===== src/rtl/rcq_pkg.sv =====
package rcq_pkg;
  typedef enum logic [2:0] {
    PH_IDLE,
    PH_SCAN,
    PH_BASE,
    PH_PLACE,
    PH_DONE
  } rcq_phase_e;
endpackage


===== src/rtl/rcq_src_store.sv =====
module rcq_src_store #(
  parameter int DEPTH  = 16,
  parameter int NRANK  = 4,
  parameter int ADDR_W = 8,
  parameter int SEQ_W  = 8,
  parameter int IDXW   = $clog2(DEPTH),
  parameter int RANKW  = $clog2(NRANK)
) (
  input  logic              clk,
  input  logic              wr_en,
  input  logic [IDXW-1:0]   wr_idx,
  input  logic [RANKW-1:0]  wr_rank,
  input  logic              wr_is_wr,
  input  logic [ADDR_W-1:0] wr_addr,
  input  logic [SEQ_W-1:0]  wr_seq,
  input  logic [IDXW-1:0]   sel,
  output logic [RANKW-1:0]  sel_rank,
  output logic              sel_is_wr,
  output logic [ADDR_W-1:0] sel_addr,
  output logic [SEQ_W-1:0]  sel_seq,
  output logic              sel_pinned
);
  logic [RANKW-1:0]  q_rank  [DEPTH];
  logic              q_is_wr [DEPTH];
  logic [ADDR_W-1:0] q_addr  [DEPTH];
  logic [SEQ_W-1:0]  q_seq   [DEPTH];

  always_ff @(posedge clk) begin
    if (wr_en) begin
      q_rank[wr_idx]  <= wr_rank;
      q_is_wr[wr_idx] <= wr_is_wr;
      q_addr[wr_idx]  <= wr_addr;
      q_seq[wr_idx]   <= wr_seq;
    end
  end

  assign sel_rank  = q_rank[sel];
  assign sel_is_wr = q_is_wr[sel];
  assign sel_addr  = q_addr[sel];
  assign sel_seq   = q_seq[sel];

  // A read is held behind any older write to the same address in its set.
  always_comb begin
    sel_pinned = 1'b0;
    for (int k = 0; k < DEPTH; k++) begin
      if ((k < int'(sel)) && q_is_wr[k] && (q_addr[k] == q_addr[sel]) &&
          (q_rank[k] == q_rank[sel]))
        sel_pinned = 1'b1;
    end
    if (q_is_wr[sel]) sel_pinned = 1'b0;
  end
endmodule


===== src/rtl/rcq_tally.sv =====
module rcq_tally #(
  parameter int DEPTH = 16,
  parameter int NRANK = 4,
  parameter int IDXW  = $clog2(DEPTH),
  parameter int RANKW = $clog2(NRANK),
  parameter int CNTW  = $clog2(DEPTH + 1)
) (
  input  logic                  clk,
  input  logic                  rst,
  input  logic                  clear,
  input  logic                  step,
  input  logic [RANKW-1:0]      step_rank,
  input  logic                  step_is_wr,
  input  logic                  step_pinned,
  input  logic [IDXW-1:0]       step_pos,
  input  logic                  latch_base,
  output logic [NRANK*CNTW-1:0] base_flat,
  output logic [NRANK*CNTW-1:0] front_flat,
  output logic [NRANK*CNTW-1:0] reads_flat,
  output logic [NRANK*CNTW-1:0] writes_flat
);
  logic            seen  [NRANK];
  logic [IDXW-1:0] first [NRANK];
  logic [CNTW-1:0] nrd   [NRANK];
  logic [CNTW-1:0] nwr   [NRANK];
  logic [CNTW-1:0] nfr   [NRANK];
  logic [CNTW-1:0] base_c [NRANK];
  logic [CNTW-1:0] base_q [NRANK];

  for (genvar g = 0; g < NRANK; g++) begin : g_rank
    logic hit;
    assign hit = step && (int'(step_rank) == g);

    always_ff @(posedge clk) begin
      if (rst || clear) begin
        seen[g]  <= 1'b0;
        first[g] <= '0;
        nrd[g]   <= '0;
        nwr[g]   <= '0;
        nfr[g]   <= '0;
      end else if (hit) begin
        if (step_is_wr) begin
          nwr[g] <= nwr[g] + 1'b1;
        end else begin
          nrd[g] <= nrd[g] + 1'b1;
          if (!step_pinned) nfr[g] <= nfr[g] + 1'b1;
        end
        if (!seen[g]) begin
          seen[g]  <= 1'b1;
          first[g] <= step_pos;
        end
      end
    end

    always_ff @(posedge clk) begin
      if (rst)             base_q[g] <= '0;
      else if (latch_base) base_q[g] <= base_c[g];
    end

    assign base_flat[g*CNTW +: CNTW]   = base_q[g];
    assign front_flat[g*CNTW +: CNTW]  = nfr[g];
    assign reads_flat[g*CNTW +: CNTW]  = nrd[g];
    assign writes_flat[g*CNTW +: CNTW] = nwr[g];
  end

  // A set starts after every set whose rank showed up earlier.
  always_comb begin
    for (int r = 0; r < NRANK; r++) begin
      base_c[r] = '0;
      for (int q = 0; q < NRANK; q++) begin
        if ((q != r) && seen[q] && (first[q] < first[r]))
          base_c[r] = base_c[r] + nrd[q] + nwr[q];
      end
    end
  end
endmodule


===== src/rtl/rcq_place.sv =====
module rcq_place #(
  parameter int DEPTH  = 16,
  parameter int NRANK  = 4,
  parameter int ADDR_W = 8,
  parameter int SEQ_W  = 8,
  parameter int IDXW   = $clog2(DEPTH),
  parameter int RANKW  = $clog2(NRANK),
  parameter int CNTW   = $clog2(DEPTH + 1)
) (
  input  logic                  clk,
  input  logic                  rst,
  input  logic                  clear,
  input  logic                  step,
  input  logic [RANKW-1:0]      step_rank,
  input  logic                  step_is_wr,
  input  logic                  step_pinned,
  input  logic [ADDR_W-1:0]     step_addr,
  input  logic [SEQ_W-1:0]      step_seq,
  input  logic [NRANK*CNTW-1:0] base_flat,
  input  logic [NRANK*CNTW-1:0] front_flat,
  input  logic [IDXW-1:0]       rd_idx,
  output logic [RANKW-1:0]      rd_rank,
  output logic                  rd_is_wr,
  output logic [ADDR_W-1:0]     rd_addr,
  output logic [SEQ_W-1:0]      rd_seq
);
  localparam int WORD_W = RANKW + 1 + ADDR_W + SEQ_W;

  logic [CNTW-1:0]   base_a  [NRANK];
  logic [CNTW-1:0]   front_a [NRANK];
  logic [CNTW-1:0]   fcur    [NRANK];
  logic [CNTW-1:0]   tcur    [NRANK];
  logic              to_front;
  logic [CNTW-1:0]   offset;
  logic [IDXW-1:0]   dest;
  logic [WORD_W-1:0] mem [DEPTH];
  logic [WORD_W-1:0] rd_word;

  for (genvar g = 0; g < NRANK; g++) begin : g_cur
    assign base_a[g]  = base_flat[g*CNTW +: CNTW];
    assign front_a[g] = front_flat[g*CNTW +: CNTW];

    always_ff @(posedge clk) begin
      if (rst || clear) begin
        fcur[g] <= '0;
        tcur[g] <= '0;
      end else if (step && (int'(step_rank) == g)) begin
        if (to_front) fcur[g] <= fcur[g] + 1'b1;
        else          tcur[g] <= tcur[g] + 1'b1;
      end
    end
  end

  assign to_front = !step_is_wr && !step_pinned;
  assign offset   = to_front ? fcur[step_rank]
                             : front_a[step_rank] + tcur[step_rank];
  assign dest     = IDXW'(base_a[step_rank] + offset);

  always_ff @(posedge clk) begin
    if (step) mem[dest] <= {step_rank, step_is_wr, step_addr, step_seq};
  end

  always_ff @(posedge clk) begin
    rd_word <= mem[rd_idx];
  end

  assign {rd_rank, rd_is_wr, rd_addr, rd_seq} = rd_word;
endmodule


===== src/rtl/rank_cluster_reorder.sv =====
module rank_cluster_reorder #(
  parameter int DEPTH  = 16,
  parameter int NRANK  = 4,
  parameter int ADDR_W = 8,
  parameter int SEQ_W  = 8,
  parameter int IDXW   = $clog2(DEPTH),
  parameter int RANKW  = $clog2(NRANK),
  parameter int CNTW   = $clog2(DEPTH + 1)
) (
  input  logic                  clk,
  input  logic                  rst,
  input  logic                  ld_en,
  input  logic [IDXW-1:0]       ld_idx,
  input  logic [RANKW-1:0]      ld_rank,
  input  logic                  ld_is_wr,
  input  logic [ADDR_W-1:0]     ld_addr,
  input  logic [SEQ_W-1:0]      ld_seq,
  input  logic [CNTW-1:0]       num_cmds,
  input  logic                  start,
  output logic                  busy,
  output logic                  done,
  input  logic [IDXW-1:0]       rd_idx,
  output logic [RANKW-1:0]      rd_rank,
  output logic                  rd_is_wr,
  output logic [ADDR_W-1:0]     rd_addr,
  output logic [SEQ_W-1:0]      rd_seq,
  output logic [NRANK*CNTW-1:0] set_reads,
  output logic [NRANK*CNTW-1:0] set_writes
);
  import rcq_pkg::*;

  rcq_phase_e        phase;
  logic [CNTW-1:0]   idx;
  logic [CNTW-1:0]   n_q;
  logic              idle;
  logic              go;
  logic              at_end;
  logic              scan_step;
  logic              place_step;
  logic [RANKW-1:0]  e_rank;
  logic              e_is_wr;
  logic [ADDR_W-1:0] e_addr;
  logic [SEQ_W-1:0]  e_seq;
  logic              e_pinned;
  logic [NRANK*CNTW-1:0] base_flat;
  logic [NRANK*CNTW-1:0] front_flat;

  assign idle       = (phase == PH_IDLE) || (phase == PH_DONE);
  assign go         = start && idle;
  assign at_end     = (idx == n_q);
  assign scan_step  = (phase == PH_SCAN) && !at_end;
  assign place_step = (phase == PH_PLACE) && !at_end;

  always_ff @(posedge clk) begin
    if (rst) begin
      phase <= PH_IDLE;
      idx   <= '0;
      n_q   <= '0;
      busy  <= 1'b0;
      done  <= 1'b0;
    end else if (go) begin
      phase <= PH_SCAN;
      idx   <= '0;
      n_q   <= (num_cmds > CNTW'(DEPTH)) ? CNTW'(DEPTH) : num_cmds;
      busy  <= 1'b1;
      done  <= 1'b0;
    end else begin
      unique case (phase)
        PH_SCAN: begin
          if (at_end) begin
            phase <= PH_BASE;
            idx   <= '0;
          end else begin
            idx <= idx + 1'b1;
          end
        end
        PH_BASE: phase <= PH_PLACE;
        PH_PLACE: begin
          if (at_end) begin
            phase <= PH_DONE;
            busy  <= 1'b0;
            done  <= 1'b1;
          end else begin
            idx <= idx + 1'b1;
          end
        end
        default: ;
      endcase
    end
  end

  rcq_src_store #(
    .DEPTH(DEPTH), .NRANK(NRANK), .ADDR_W(ADDR_W), .SEQ_W(SEQ_W),
    .IDXW(IDXW), .RANKW(RANKW)
  ) u_store (
    .clk       (clk),
    .wr_en     (ld_en && idle),
    .wr_idx    (ld_idx),
    .wr_rank   (ld_rank),
    .wr_is_wr  (ld_is_wr),
    .wr_addr   (ld_addr),
    .wr_seq    (ld_seq),
    .sel       (idx[IDXW-1:0]),
    .sel_rank  (e_rank),
    .sel_is_wr (e_is_wr),
    .sel_addr  (e_addr),
    .sel_seq   (e_seq),
    .sel_pinned(e_pinned)
  );

  rcq_tally #(
    .DEPTH(DEPTH), .NRANK(NRANK), .IDXW(IDXW), .RANKW(RANKW), .CNTW(CNTW)
  ) u_tally (
    .clk        (clk),
    .rst        (rst),
    .clear      (go),
    .step       (scan_step),
    .step_rank  (e_rank),
    .step_is_wr (e_is_wr),
    .step_pinned(e_pinned),
    .step_pos   (idx[IDXW-1:0]),
    .latch_base (phase == PH_BASE),
    .base_flat  (base_flat),
    .front_flat (front_flat),
    .reads_flat (set_reads),
    .writes_flat(set_writes)
  );

  rcq_place #(
    .DEPTH(DEPTH), .NRANK(NRANK), .ADDR_W(ADDR_W), .SEQ_W(SEQ_W),
    .IDXW(IDXW), .RANKW(RANKW), .CNTW(CNTW)
  ) u_place (
    .clk        (clk),
    .rst        (rst),
    .clear      (go),
    .step       (place_step),
    .step_rank  (e_rank),
    .step_is_wr (e_is_wr),
    .step_pinned(e_pinned),
    .step_addr  (e_addr),
    .step_seq   (e_seq),
    .base_flat  (base_flat),
    .front_flat (front_flat),
    .rd_idx     (rd_idx),
    .rd_rank    (rd_rank),
    .rd_is_wr   (rd_is_wr),
    .rd_addr    (rd_addr),
    .rd_seq     (rd_seq)
  );
endmodule


===== config.mk =====
export PLATFORM = sky130hd
export DESIGN_NAME = rank_cluster_reorder
export DESIGN_NICKNAME = d
export VERILOG_FILES = /design/src/rtl/rcq_pkg.sv /design/src/rtl/rcq_src_store.sv /design/src/rtl/rcq_tally.sv /design/src/rtl/rcq_place.sv /design/src/rtl/rank_cluster_reorder.sv
export SDC_FILE = /design/constraint.sdc
export NUM_CORES = 1
export LEC_CHECK = 0
export BUFFER_PORTS_ARGS = -buffer_cell sky130_fd_sc_hd__buf_2
export CAP_MARGIN = 20
export CELL_PAD_IN_SITES_DETAIL_PLACEMENT = 2
export CELL_PAD_IN_SITES_GLOBAL_PLACEMENT = 2
export CORE_AREA = 2 2 310 312
export CTS_CLUSTER_DIAMETER = 200
export CTS_CLUSTER_SIZE = 25
export DETAILED_ROUTE_END_ITERATION = 10
export DIE_AREA = 0 0 312 314
export PLACE_DENSITY = 0.7
export SYNTH_ARGS = -nofsm -noshare
export SYNTH_HDL_FRONTEND = slang
export SYNTH_HIERARCHICAL = 1
export SYNTH_SLANG_ARGS = --single-unit

===== constraint.sdc =====
create_clock -name clk -period 16.2 [get_ports clk]
set_clock_uncertainty 0.15 [all_clocks]
set_input_delay 3.24 -clock clk [delete_from_list [all_inputs] [get_ports clk]]
set_output_delay 3.24 -clock clk [all_outputs]
set_load 0.1 [all_outputs]

# == After elaboration in Yosys (flattened, before gate mapping) ==
# Memory sizes are Yosys's and may differ from the RTL's. A register that Yosys moved wholly into a read port is not among the register bits.
# Cells that the tools add are included.
# W data, S select, Z words.
# totals
reg_bits,15
mem_bits_rw,748
input_bits,36
out_inout_bits,61
wordCells,432
memories,13
# classes
add_sub_neg,41
order_cmp,29
n_eq_ne,43
muxes,179
bitwise,33
n_reduce_logical,88
# mem_list
memory,words,word_bits,rd,rd_clocked_by_memory_dff,wr,line,text
u_place.mem,16,19,1,1,1,rcq_place.sv:36,logic [WORD_W-1:0] mem [DEPTH];
u_store.q_addr,16,8,16,1,1,rcq_src_store.sv:25,logic [ADDR_W-1:0] q_addr [DEPTH];
u_store.q_seq,16,8,1,1,1,rcq_src_store.sv:26,logic [SEQ_W-1:0] q_seq [DEPTH];
u_store.q_rank,16,2,16,1,1,rcq_src_store.sv:23,logic [RANKW-1:0] q_rank [DEPTH];
u_place.fcur,4,5,5,0,4,rcq_place.sv:31,logic [CNTW-1:0] fcur [NRANK];
u_place.tcur,4,5,5,0,4,rcq_place.sv:32,logic [CNTW-1:0] tcur [NRANK];
7 more memories,--,--,--,--,--,--,
# op_table
cell,n
$mux W5,39
$eq A8 B8 Y1,15
$mux W1,117
$add A5 B1 Y5 const B,21
$add A5 B5 Y5,18
$logic_and A1 B1 Y1,70
$mux W4,17
$lt A4 B4 Y1,12
$or A1 B1 Y1,32
$eq A2 B2 Y1,15
$lt A4 B4 Y1 const A,7
$bmux W5 S2,2
$lt A3 B4 Y1 const A,4
$pmux W5 S2,1
$pmux W3 S3,1
$add A4 B4 Y4,2
$lt A1 B4 Y1 const A,2
$lt A2 B4 Y1 const A,2
$eq A3 B2 Y1 const B,2
$mux W3,2
$ne A2 B2 Y1 const B,3
$ne A3 B2 Y1 const B,2
$reduce_and A2 Y1,3
$reduce_and A3 Y1,2
other kinds (16),22

# == Logic depth before layout (Yosys ltp) ==
# Gate-level depths: netlist of the first run.
# depth
ltp_word,27
mapped_depth,26
depth_no_buf,20

# == Cells and area by module ==
# The synthesis of the first run kept the hierarchy.
# modules_own_cells
module,n_inst,cells_each,area_each_um2,seq_area_each_um2
rcq_src_store,1,1000,15197.1,9128.8
rcq_place,1,658,14187.4,10470.0
rcq_tally,1,679,7364.6,2992.9
rank_cluster_reorder,1,85,724.4,300.3

# == Worst setup path before layout of the first run ==
# OpenSTA, ideal clock, no wires.
# synth_path
path_kind,flip-flop to flip-flop
startpoint,reg idx[1]
endpoint,mem u_place/mem[11][0] in the netlist's numbering (enable)
setup_ns,0.401
arrival_time_ns,7.237
required_ns,15.649
setup_slack_ns,8.412
stages_incl_launch_ff,24
path_buffers,7
period_less_slack_ns,7.788
cell_sequence,dfxtp_1 > buf_6 > buf_4 > buf_4 > buf_4 > mux2i_1 > mux4_2 > mux2i_1 > buf_2 > buf_1 > clkbuf_1 > mux4_2 > ha_1 > inv_1 > fa_1 > nor2_1 > a21oi_1 > inv_1 > ha_1 > a21o_1 > a21oi_1 > xor2_1 > o211ai_1 > a21oi_1
# synth_via
elab_chain_cells,24
elab_cells_between_ends,85
classes_between,add/sub: 1; order compare: 15; eq/ne: 1; mux: 19; reduce/logical: 49
# synth_rtl
element,line,text
from (decl),rank_cluster_reorder.sv:33,logic [CNTW-1:0] idx;
from (signal assigned),rank_cluster_reorder.sv:74,idx <= idx + 1'b1;
from (signal assigned),rank_cluster_reorder.sv:84,idx <= idx + 1'b1;
$lt A1 B4 Y1,rcq_src_store.sv:46,if ((k < int'(sel)) && q_is_wr[k] && (q_addr[k] == q_addr[sel]) &&
$logic_and A1 B1 Y1 (3 in series),rcq_src_store.sv:46,
$mux W1 (15 in series),rcq_src_store.sv:46,
$mux W1,rcq_src_store.sv:50,if (q_is_wr[sel]) sel_pinned = 1'b0;
$logic_not A1 Y1,rcq_place.sv:54,assign to_front = !step_is_wr && !step_pinned;
$logic_and A1 B1 Y1,rcq_place.sv:54,
$mux W4,rcq_place.sv:55,assign offset = to_front ? fcur[step_rank]
$add A4 B4 Y4,rcq_place.sv:57,assign dest = IDXW'(base_a[step_rank] + offset);
to (decl),rcq_place.sv:36,
# Several ways; a longest one is shown, not always the timed one.

# == Worst setup path after layout of the first run ==
# layout_path
startpoint,reg idx[3]
endpoint,mem u_place/mem[7][7] in the netlist's numbering (enable)
# layout_via
elab_chain_cells,24
elab_cells_between_ends,85
classes_between,add/sub: 1; order compare: 15; eq/ne: 1; mux: 19; reduce/logical: 49
# layout_rtl
element,line,text
$lt A1 B4 Y1,rcq_src_store.sv:46,
$logic_and A1 B1 Y1 (3 in series),rcq_src_store.sv:46,
$mux W1 (14 in series),rcq_src_store.sv:46,
$mux W1 *,rcq_src_store.sv:46,
$mux W1 *,rcq_src_store.sv:50,
named net e_pinned,rank_cluster_reorder.sv:44,logic e_pinned;
$logic_not A1 Y1 *,rcq_place.sv:54,
$logic_and A1 B1 Y1 *,rcq_place.sv:54,
$mux W4 *,rcq_place.sv:55,
$add A4 B4 Y4 *,rcq_place.sv:57,
# Mark *: on every way through the listed nets, which the timed path passes. The rest lies on a longest branch.

==> results of run 1 <==
[routing by layer]
metal | part of all wire, % | routed length (µm)
met5 | 0.040 | 46
met4 | 3.3 | 3830
met3 | 5.4 | 6240
met2 | 48 | 55600
met1 | 44 | 50600
[state kept, by name (all words and copies together), names as in the netlist]
signal           cells
u_place/mem        304
u_store/q_addr     128
u_store/q_seq      128
u_store/q_rank      32
u_tally/nrd         20
u_tally/nwr         20
u_place/rd_word     19
u_place/fcur        16
u_place/tcur        16
u_store/q_is_wr     16
u_tally/base_q      16
u_tally/first       16
u_tally/nfr         16
idx                  5
n_q                  5
u_tally/seen         4
phase                3
busy                 1
done                 1
[worst min-delay path, delay by kind of cell, from the launching register on]
| kind | cells | cell delay [ns] |
|---|---|---|
| simple gates | 1 | 0.06 |
| compound gates | 1 | 0.06 |
| flops | 1 | 0.33 |
[layout make-up]
| type | count | area (µm²) |
|---|---|---|
| fill | 9155 | 54500 |
| inverter | 109 | 409 |
| sequential | 766 | 22700 |
| timing repair buffer | 153 | 1040 |
| antenna | 1 | 2.50 |
| clock buffer | 58 | 983 |
| multi-input combinational | 1347 | 13200 |
| clock inverter | 4 | 58.8 |
| tap | 1265 | 1580 |
[how the worst min path moves through the flow]
| stage | to | slack [ns] | cells past startpoint |
|---|---|---|---|
| 2_1_floorplan | phase[2] | 0.30 | 1 |
| 3_3_place_gp | busy | 0.32 | 2 |
| 3_5_place_dp | phase[2] | 0.32 | 1 |
| 4_1_cts | phase[2] | 0.35 | 1 |
| 5_1_grt | busy | 0.37 | 2 |
| 6_report | n_q[4] | 0.34 | 2 |
[through the flow]
step	total power (W)	hold slack [ns]	cells	util (%)
floorplan	0.00317	0.295	2321	-
global placement	0.00348	0.318	3632	41.0
detailed placement	0.00355	0.322	3632	41.0
CTS	0.00461	0.346	3694	42.1
global route	0.00476	0.374	3702	42.3
finish	0.00457	0.340	3703	42.3
[power breakdown]
| group | internal (W) | total (W) | switching (W) |
|---|---|---|---|
| combinational | 0.000348 | 0.00112 | 0.000771 |
| clock | 0.000430 | 0.00107 | 0.000635 |
| sequential | 0.00229 | 0.00239 | 0.0000984 |
==> summary.md, run 1 <==
| Metric | Value |
|---|---|
| Grt met1 use | 32.9% |
| Slowest CP cell | nor3_4 |
| Startpoint types | flip-flop |
| Final setup fails | 0 |
| Met3 Track Usage GR | 3.50% |
| Setup_tns | 0 ns |
| DP Worst Slack | 7.27 ns |
| Clock latency on the worst-skew pair | 0.61 ns |
| Initial core utilization | 38.7% |
| Wire length per cell | 31.4 µm |
| CP delay by family, top | simple AND/OR/NAND/NOR gates |
| Clock-pin slew on the worst setup and hold paths | 0.10 ns |
| Final slew viol count | 0 |
| CP Buf/Inv Count | 6 |
| Hold Crit Start | n_q[4] |
| Crit path DAT | 8.94 ns |
| Max H-tree Level | 2 |
| CP Max Fanout | 35 |
| Final wirelength | 116000 µm |
| DP Wirelength | just over 80000 µm |
| R2r startpoint | idx[3] |
| TritonCTS buffer count | 36 |
| Post-CTS Repair Setup Buffers | 0 |
| Power Dens Cells | 115 nW/µm² |
| Ys Warns | 6 |
| Hold crit path type | flip-flop to flip-flop |
| Area after DPL | 38700 µm² |
| Commonest non-fill, non-tap cell in the layout | edfxtp_1 |
| VDD IR max | 0.0662 mV |
| Critical Path Max Stage Delay | 1.00 ns |
| ANT nets after route | 0 |
| Period minus WS final | 8.87 ns |
| Design area | 39900 µm² |
| DR DRC count | 0 |
| Drt via density | 5.84 |
| GR Util met2 | 38.5% |
| Nets | ~2600 |
| Register-to-register setup slack | 7.33 ns |
| Root buffer cell | clkbuf_16 |
| Layout area overhead | 9.30% |
| Die height | 314 µm |
| Router iterations before antenna repair | 5 |
| CTS tree | yes |
| Slew margin rel. | 27.3% |
| Synth Instances | 2321 |
| Vias in the first global route | around 23000 |
| CP cell instances | buf_4 > inv_1 > buf_4 > mux4_2 > or2_0 > and2_1 > inv_2 > o221ai_1 > nor3_1 > a2111oi_0 > a31oi_2 > buf_4 > nor2_1 > nor2_1 > a21oi_1 > inv_1 > ha_1 > a21o_1 > a21oi_1 > xor2_1 > o211a_1 > nor3_4 |
| Fin worst setup slack | approximately 7.3 ns |
| Post-Syn Area | ~37000 µm² |
| Leakage power | roughly 13 nW |
| R2R depth | 22 |
| Critical path endpoint | u_place/mem[7][7] |
| Largest net degree at the start of global routing | 82 |
| GRT Total Usage | 23.6% |
| Row count | 113 |
| WS Path Type | flip-flop to flip-flop |
| CTS Buffer Depth | 3 |
| Width of the die | about 310 µm |
| IO Port Bufs | 96 |
| Worst Setup SP | idx[3] |
| Global-route wire length before repair | between 150000 and 200000 µm |
| Grt peak-use layer | met2 |
| Max capacitance violation total | 0 |
| Req. time, crit path | approximately 16 ns |
| Core area | roughly 94000 µm² |
| RSZ-0062 raised after global routing | no |
| Final period util | between 50% and 60% |
| Hold Violations, Final | 0 |
| Syn_nets | between 2000 and 2500 |
| GP Congestion | about 0.96 |
| Worst setup EP type | flip-flop |
| Post-cts resize count | 0 |
| Io pins | 97 |
| Antenna violations before repair | 8 |
| Most frequent cells in the layout | 731 x edfxtp_1, 185 x mux4_2, 134 x xnor2_1 |
| CTS sink cnt | about 770 |
| Average size of a mapped cell | 15.7 µm² |
| Reg2reg end | u_place/mem[7][7] |
| Worst path depth | 22 |
| GRT overflow | 0 |
| CP most frequent cell | buf_4 |
| Initial drt markers | 2097 |
| Measured slew at the worst slew-check pin | 1.09 ns |
| Status | complete, no violations |
| Hold-fix buffers, CTS | 0 |
| Highest Clock Rate | 0.113 GHz |
| Layout cells sized above 1 | 18.9% |
| Area of the die | 98000 µm² |
| Vias after detailed routing | 21600 |
No activity file was read; power rests on OpenSTA's default activity.
==> run 2, diff against run 1 <==
Clock period 16.2 ns to 9.3 ns, I/O delays scaled along.
==> run 2 against run 1 <==
Net effect:
- sequential share of layout area decreased by 0.21 points
- die area unchanged
- maximum frequency up 6.9%
- first-iteration DRC count shrank 10%
- clock-buffer cell count is 6 higher
- critical path type unchanged
- largest power group unchanged
- highest routed layer unchanged
==> summary.md, run 2 (synthesis gave the netlist of run 1 again) <==
| Metric | Value |
|---|---|
| Final setup fails | 0 |
| Antenna violations before repair | 9 |
| CP Buf/Inv Count | 4 |
| TritonCTS buffer count | 36 |
| Hold Violations, Final | 0 |
| VDD IR max | 0.158 mV |
| Final slew viol count | 0 |
| Area of the die | 98000 µm² |
| Critical Path Max Stage Delay | ~0.96 ns |
| Largest Register | u_place/mem |
| Worst setup EP type | flip-flop |
| Root buffer cell | clkbuf_16 |
| Core area | 94400 µm² |
| Initial core utilization | 38.7% |
| Slew margin rel. | roughly 27% |
| Leakage power | 13.1 nW |
| Layout area overhead | 9.71% |
| Layout cells sized above 1 | between 10% and 20% |
| Startpoint types | flip-flop |
| Io pins | 97 |
| Global-route wire length before repair | between 150000 and 200000 µm |
| Initial drt markers | 1878 |
| Final period util | 89.2% |
| Most frequent cells in the layout | 731 x edfxtp_1, 185 x mux4_2, 134 x xnor2_1 |
| DR DRC count | 0 |
| Req. time, crit path | 9.38 ns |
| DP Wirelength | 82600 µm |
| WS Path Type | flip-flop to flip-flop |
| Period minus WS final | 8.29 ns |
| Crit path DAT | 8.37 ns |
| GRT Total Usage | 24.1% |
| Max capacitance violation total | 0 |
| Post-cts resize count | 0 |
| Vias after detailed routing | 21900 |
| Die height | 314 µm |
| Clock-pin slew on the worst setup and hold paths | 0.10 ns |
| CTS Buffer Depth | 3 |
| Vias in the first global route | 23800 |
| GP Congestion | 0.950 |
| Hold-fix buffers, CTS | 0 |
| Hold crit path type | flip-flop to flip-flop |
| CP Max Fanout | 28 |
| Measured slew at the worst slew-check pin | ~1.1 ns |
| GRT overflow | 0 |
| Fillers | 9215 |
| Nets | 2577 |
| CP delay by family, top | compound AO/OA/AOI/OAI gates |
| Commonest non-fill, non-tap cell in the layout | edfxtp_1 |
| Row count | ~110 |
| Wire length per cell | 31.7 µm |
| RSZ-0062 raised after global routing | no |
| Largest net degree at the start of global routing | 77 |
| Clock latency on the worst-skew pair | approximately 0.62 ns |
| Final wirelength | about 120000 µm |
| ANT nets after route | 0 |
| Tot Pwr | 0.00804 W |
| Drt via density | a little under 6 |
| Post-CTS Repair Setup Buffers | 0 |
| Largest registers | u_place/mem x304, u_store/q_addr x128, u_store/q_seq x128 |
| Width of the die | 312 µm |
| Power Dens Cells | approximately 200 nW/µm² |
| CP cell instances | buf_4 > mux2i_1 > mux4_2 > or2_0 > and2_1 > inv_2 > xnor2_1 > nand3_1 > o41ai_1 > a2111oi_0 > a31oi_2 > nor2_1 > buf_4 > a21oi_1 > inv_1 > ha_1 > a21o_1 > a21oi_1 > xor2_1 > o211a_1 > nor3_4 |
| Status | complete, no violations |
| Slowest CP cell | nor3_4 |
| CTS sink cnt | about 770 |
| Router iterations before antenna repair | 5 |
| IO Port Bufs | 96 |
| CTS tree | yes |
| Highest Clock Rate | 0.121 GHz |
| Setup_tns | 0 ns |
| Number of flip-flops in the largest register | 304 |
| Max H-tree Level | 2 |
[run 2: final timing paths]
check | start | endpoint | slack [ns] | depth (start not counted)
max | idx[1] | u_place/mem[2][11] | 1.01 | 21
max reg2reg | idx[1] | u_place/mem[2][11] | 1.01 | 21
min reg2reg | busy | busy | 0.33 | 2
min | busy | busy | 0.33 | 2
[run 2: metrics by stage]
stage	util [%]	hold WS, ns	setup slack, ns	area [µm²]	std cells
CTS	42.2	0.344	0.848	39900	3706
finish	42.4	0.332	1.01	40100	3717
floorplan	-	0.295	1.51	36500	2321
global route	42.4	0.366	0.673	40100	3715
global placement	41.0	0.316	1.23	38800	3638
detailed placement	41.1	0.326	0.859	38800	3640
[run 2: power breakdown]
| part | switching, W | internal, W | total (W) |
|---|---|---|---|
| combinational | 0.00138 | 0.000613 | 0.00199 |
| sequential | 0.000163 | 0.00399 | 0.00415 |
| clock | 0.00111 | 0.000784 | 0.00189 |
[run 2: worst register-to-register path, delay by kind of cell, from the launching register on]
family / cells / cell delay (ns)
simple gates: 5 / 2.13
buf+inv: 4 / 1.09
xor+xnor: 2 / 0.64
compound gates: 7 / 2.22
mux: 2 / 0.69
fa+ha+maj: 1 / 0.31
flops: 1 / 0.65
[run 2: cell type report]
type / instances / area, µm² / area share (%)
antenna: 2 / 5.00 / 0.0125
sequential: 766 / 22700 / 56.6
inverter: 109 / 409 / 1.02
timing repair buffer: 162 / 1150 / 2.88
multi-input combinational: 1347 / 13200 / 32.9
clock buffer: 64 / 1050 / 2.62
tap: 1265 / 1580 / 3.95
clock inverter: 2 / 27.5 / 0.0687
[run 2: metal layers]
layer / vias up / share of wire [%] / GRT usage [%]
li1: 9124 / - / -
met1: 11900 / 43 / 33.5
met2: 723 / 50 / 40.8
met3: 145 / 5.5 / 2.98
met4: 12 / 2.2 / 5.38
met5: - / 0.063 / 0
==> run 3, diff against run 2 <==
Settings changed: CORE_AREA 2 2 310 312 to 2 2 299 301, CTS_CLUSTER_DIAMETER 200 to not set, DIE_AREA 0 0 312 314 to 0 0 301 303, PLACE_DENSITY 0.7 to 0.75.
Clock period 9.3 ns to 9.9 ns, I/O delays scaled along.
==> run 3 against run 2 <==
Net effect:
- utilization increased by 4.8 points
- combinational power decreased by 7%
- highest routed layer unchanged
- non-clock buffer count fell by 4
- routed wire length rose by 3.8%
- via count increased by 3.0%
- first-iteration DRC count rose by 14%
- final area increased by 3.8%
- die area decreased by 6.9%
==> summary.md, run 3 (synthesis gave the netlist of run 1 again) <==
| Metric | Value |
|---|---|
| Power Dens Cells | 218 nW/µm² |
| RSZ-0062 raised after global routing | no |
| GR Util met2 | 45.9% |
| Row count | roughly 110 |
| Hold Violations, Final | 0 |
| Router iterations before antenna repair | 5 |
| Startpoint types | flip-flop |
| Vias in the first global route | 24700 |
| Period minus WS final | between 8 and 9 ns |
| GRT overflow | 0 |
| Max H-tree Level | 3 |
| Grt met1 use | 36.6% |
| Max capacitance violation total | 0 |
| Status | complete, no violations |
| Hold-fix buffers, CTS | 0 |
| Commonest non-fill, non-tap cell in the layout | edfxtp_1 |
| Critical Path Max Stage Delay | 0.91 ns |
| Worst setup EP type | flip-flop |
| TritonCTS buffer count | 85 |
| CP Max Fanout | 51 |
| Clock-pin slew on the worst setup and hold paths | 0.06 ns |
| Initial core utilization | 41.5% |
| ANT nets after route | 0 |
| Global-route wire length before repair | 179000 µm |
| Width of the die | 301 µm |
| Layout area overhead | 13.9% |
| Largest Register | u_place/mem |
| Leakage power | 13.9 nW |
| Grt peak-use layer | met2 |
| Core area | between 80000 and 90000 µm² |
| Post-CTS Repair Setup Buffers | 0 |
| Number of flip-flops in the largest register | 304 |
| Slowest CP cell | dfxtp_4 |
| Drt via density | 6.08 |
| GP Congestion | ~0.94 |
| Clock latency on the worst-skew pair | 0.65 ns |
| CTS Buffer Depth | 3 |
| Die height | around 300 µm |
| WS Path Type | flip-flop to flip-flop |
| Slew margin rel. | 20.4% |
| Hold crit path type | flip-flop to flip-flop |
| Final slew viol count | 0 |
| Root buffer cell | clkbuf_16 |
| Setup_tns | 0 ns |
| Req. time, crit path | approximately 10 ns |
| Initial drt markers | 2133 |
| Area of the die | 91200 µm² |
| IO Port Bufs | 96 |
| Layout cells sized above 1 | 21.6% |
| CP cell instances | buf_4 > mux4_2 > mux2i_2 > nor2_1 > nor2_1 > xnor2_1 > nor4_1 > a32o_1 > a2111oi_0 > a31oi_2 > buf_4 > nor2_1 > nor2_1 > a21oi_1 > inv_1 > ha_1 > a21o_1 > a21oi_1 > xor2_1 > o211ai_1 > a21oi_2 > buf_8 |
| Post-layout util | 47.3% |
| Largest registers | u_place/mem x304, u_store/q_addr x128, u_store/q_seq x128 |
| Final wirelength | 122000 µm |
| DP Wirelength | 83900 µm |
| Io pins | just under 100 |
| GRT Total Usage | 27.2% |
| CTS sink cnt | 766 |
| Vias after detailed routing | around 23000 |
| Post-cts resize count | 0 |
| Most frequent cells in the layout | 731 x edfxtp_1, 185 x mux4_2, 134 x xnor2_1 |
| VDD IR max | around 0.17 mV |
| Wire length per cell | between 30 and 40 µm |
| Largest net degree at the start of global routing | 77 |
| Crit path DAT | 8.84 ns |
| CP Buf/Inv Count | 4 |
| Met3 Track Usage GR | 4.19% |
| DR DRC count | 0 |
| CP most frequent cell | nor2_1 |
| Nets | 2622 |
| Measured slew at the worst slew-check pin | about 1.2 ns |
| Final setup fails | 0 |
| CTS tree | yes |
| Antenna violations before repair | 3 |
| Final period util | 87.4% |
| CP delay by family, top | compound AO/OA/AOI/OAI gates |
| Highest Clock Rate | approximately 0.12 GHz |
==> run 3: cell count changes in the layout (fill, tap and decap cells not counted), moves of 8 or more <==
cell / delta
clkinv_2: +15
clkinv_1: +14
clkbuf_16: +50
bufinv_16: +10
clkbuf_1: -8
==> run 3: where the power goes <==
group	leakage, nW	internal [W]	switching (W)
Combinational	5.45	0.000574	0.00129
Clock	1.39	0.00193	0.00134
Sequential	7.09	0.00376	0.000163
==> run 3: final timing paths <==
kind	cells past startpoint	startpoint	slack, ns	endpoint
worst max-delay path	22	idx[1]	1.24	u_place/mem[14][10]
worst min-delay path	2	busy	0.31	busy
worst max register to register	22	idx[1]	1.24	u_place/mem[14][10]
worst min register to register	2	busy	0.31	busy
==> run 3: area by class of cell <==
class / count / area, µm²
multi-input cells: 1347 / 13200
fillers: 8184 / 46400
inverters: 109 / 409
diodes: 2 / 5.00
flip-flops and latches: 766 / 22700
clock buffers: 110 / 2340
well taps: 1165 / 1460
clock inverters: 45 / 508
repair buffers: 158 / 1020
==> run 3: worst min-delay path, stage by stage, from the launching register on <==
cell and delay (ns):
dfxtp_1 0.31, nand2_1 0.05, o22ai_1 0.05
==> run 3: metrics by stage <==
step,cells,setup WS [ns],total power (W),hold slack (ns),instance area [µm²]
after floorplan,2321,2.11,0.00518,0.295,36500
after global placement,3540,1.35,0.00568,0.300,38600
after detailed placement,3542,1.39,0.00581,0.305,38700
after CTS,3697,1.27,0.00911,0.313,41500
after global routing,3700,0.749,0.00937,0.351,41600
final,3702,1.24,0.00905,0.310,41600
==> run 3: routing by layer <==
metal	routed length, µm	part of all wire, %	vias up
li1	-	-	9265
met2	60700	50	878
met4	3600	2.9	4
met1	50600	41	12100
met5	15	0.012	-
met3	7420	6.1	224
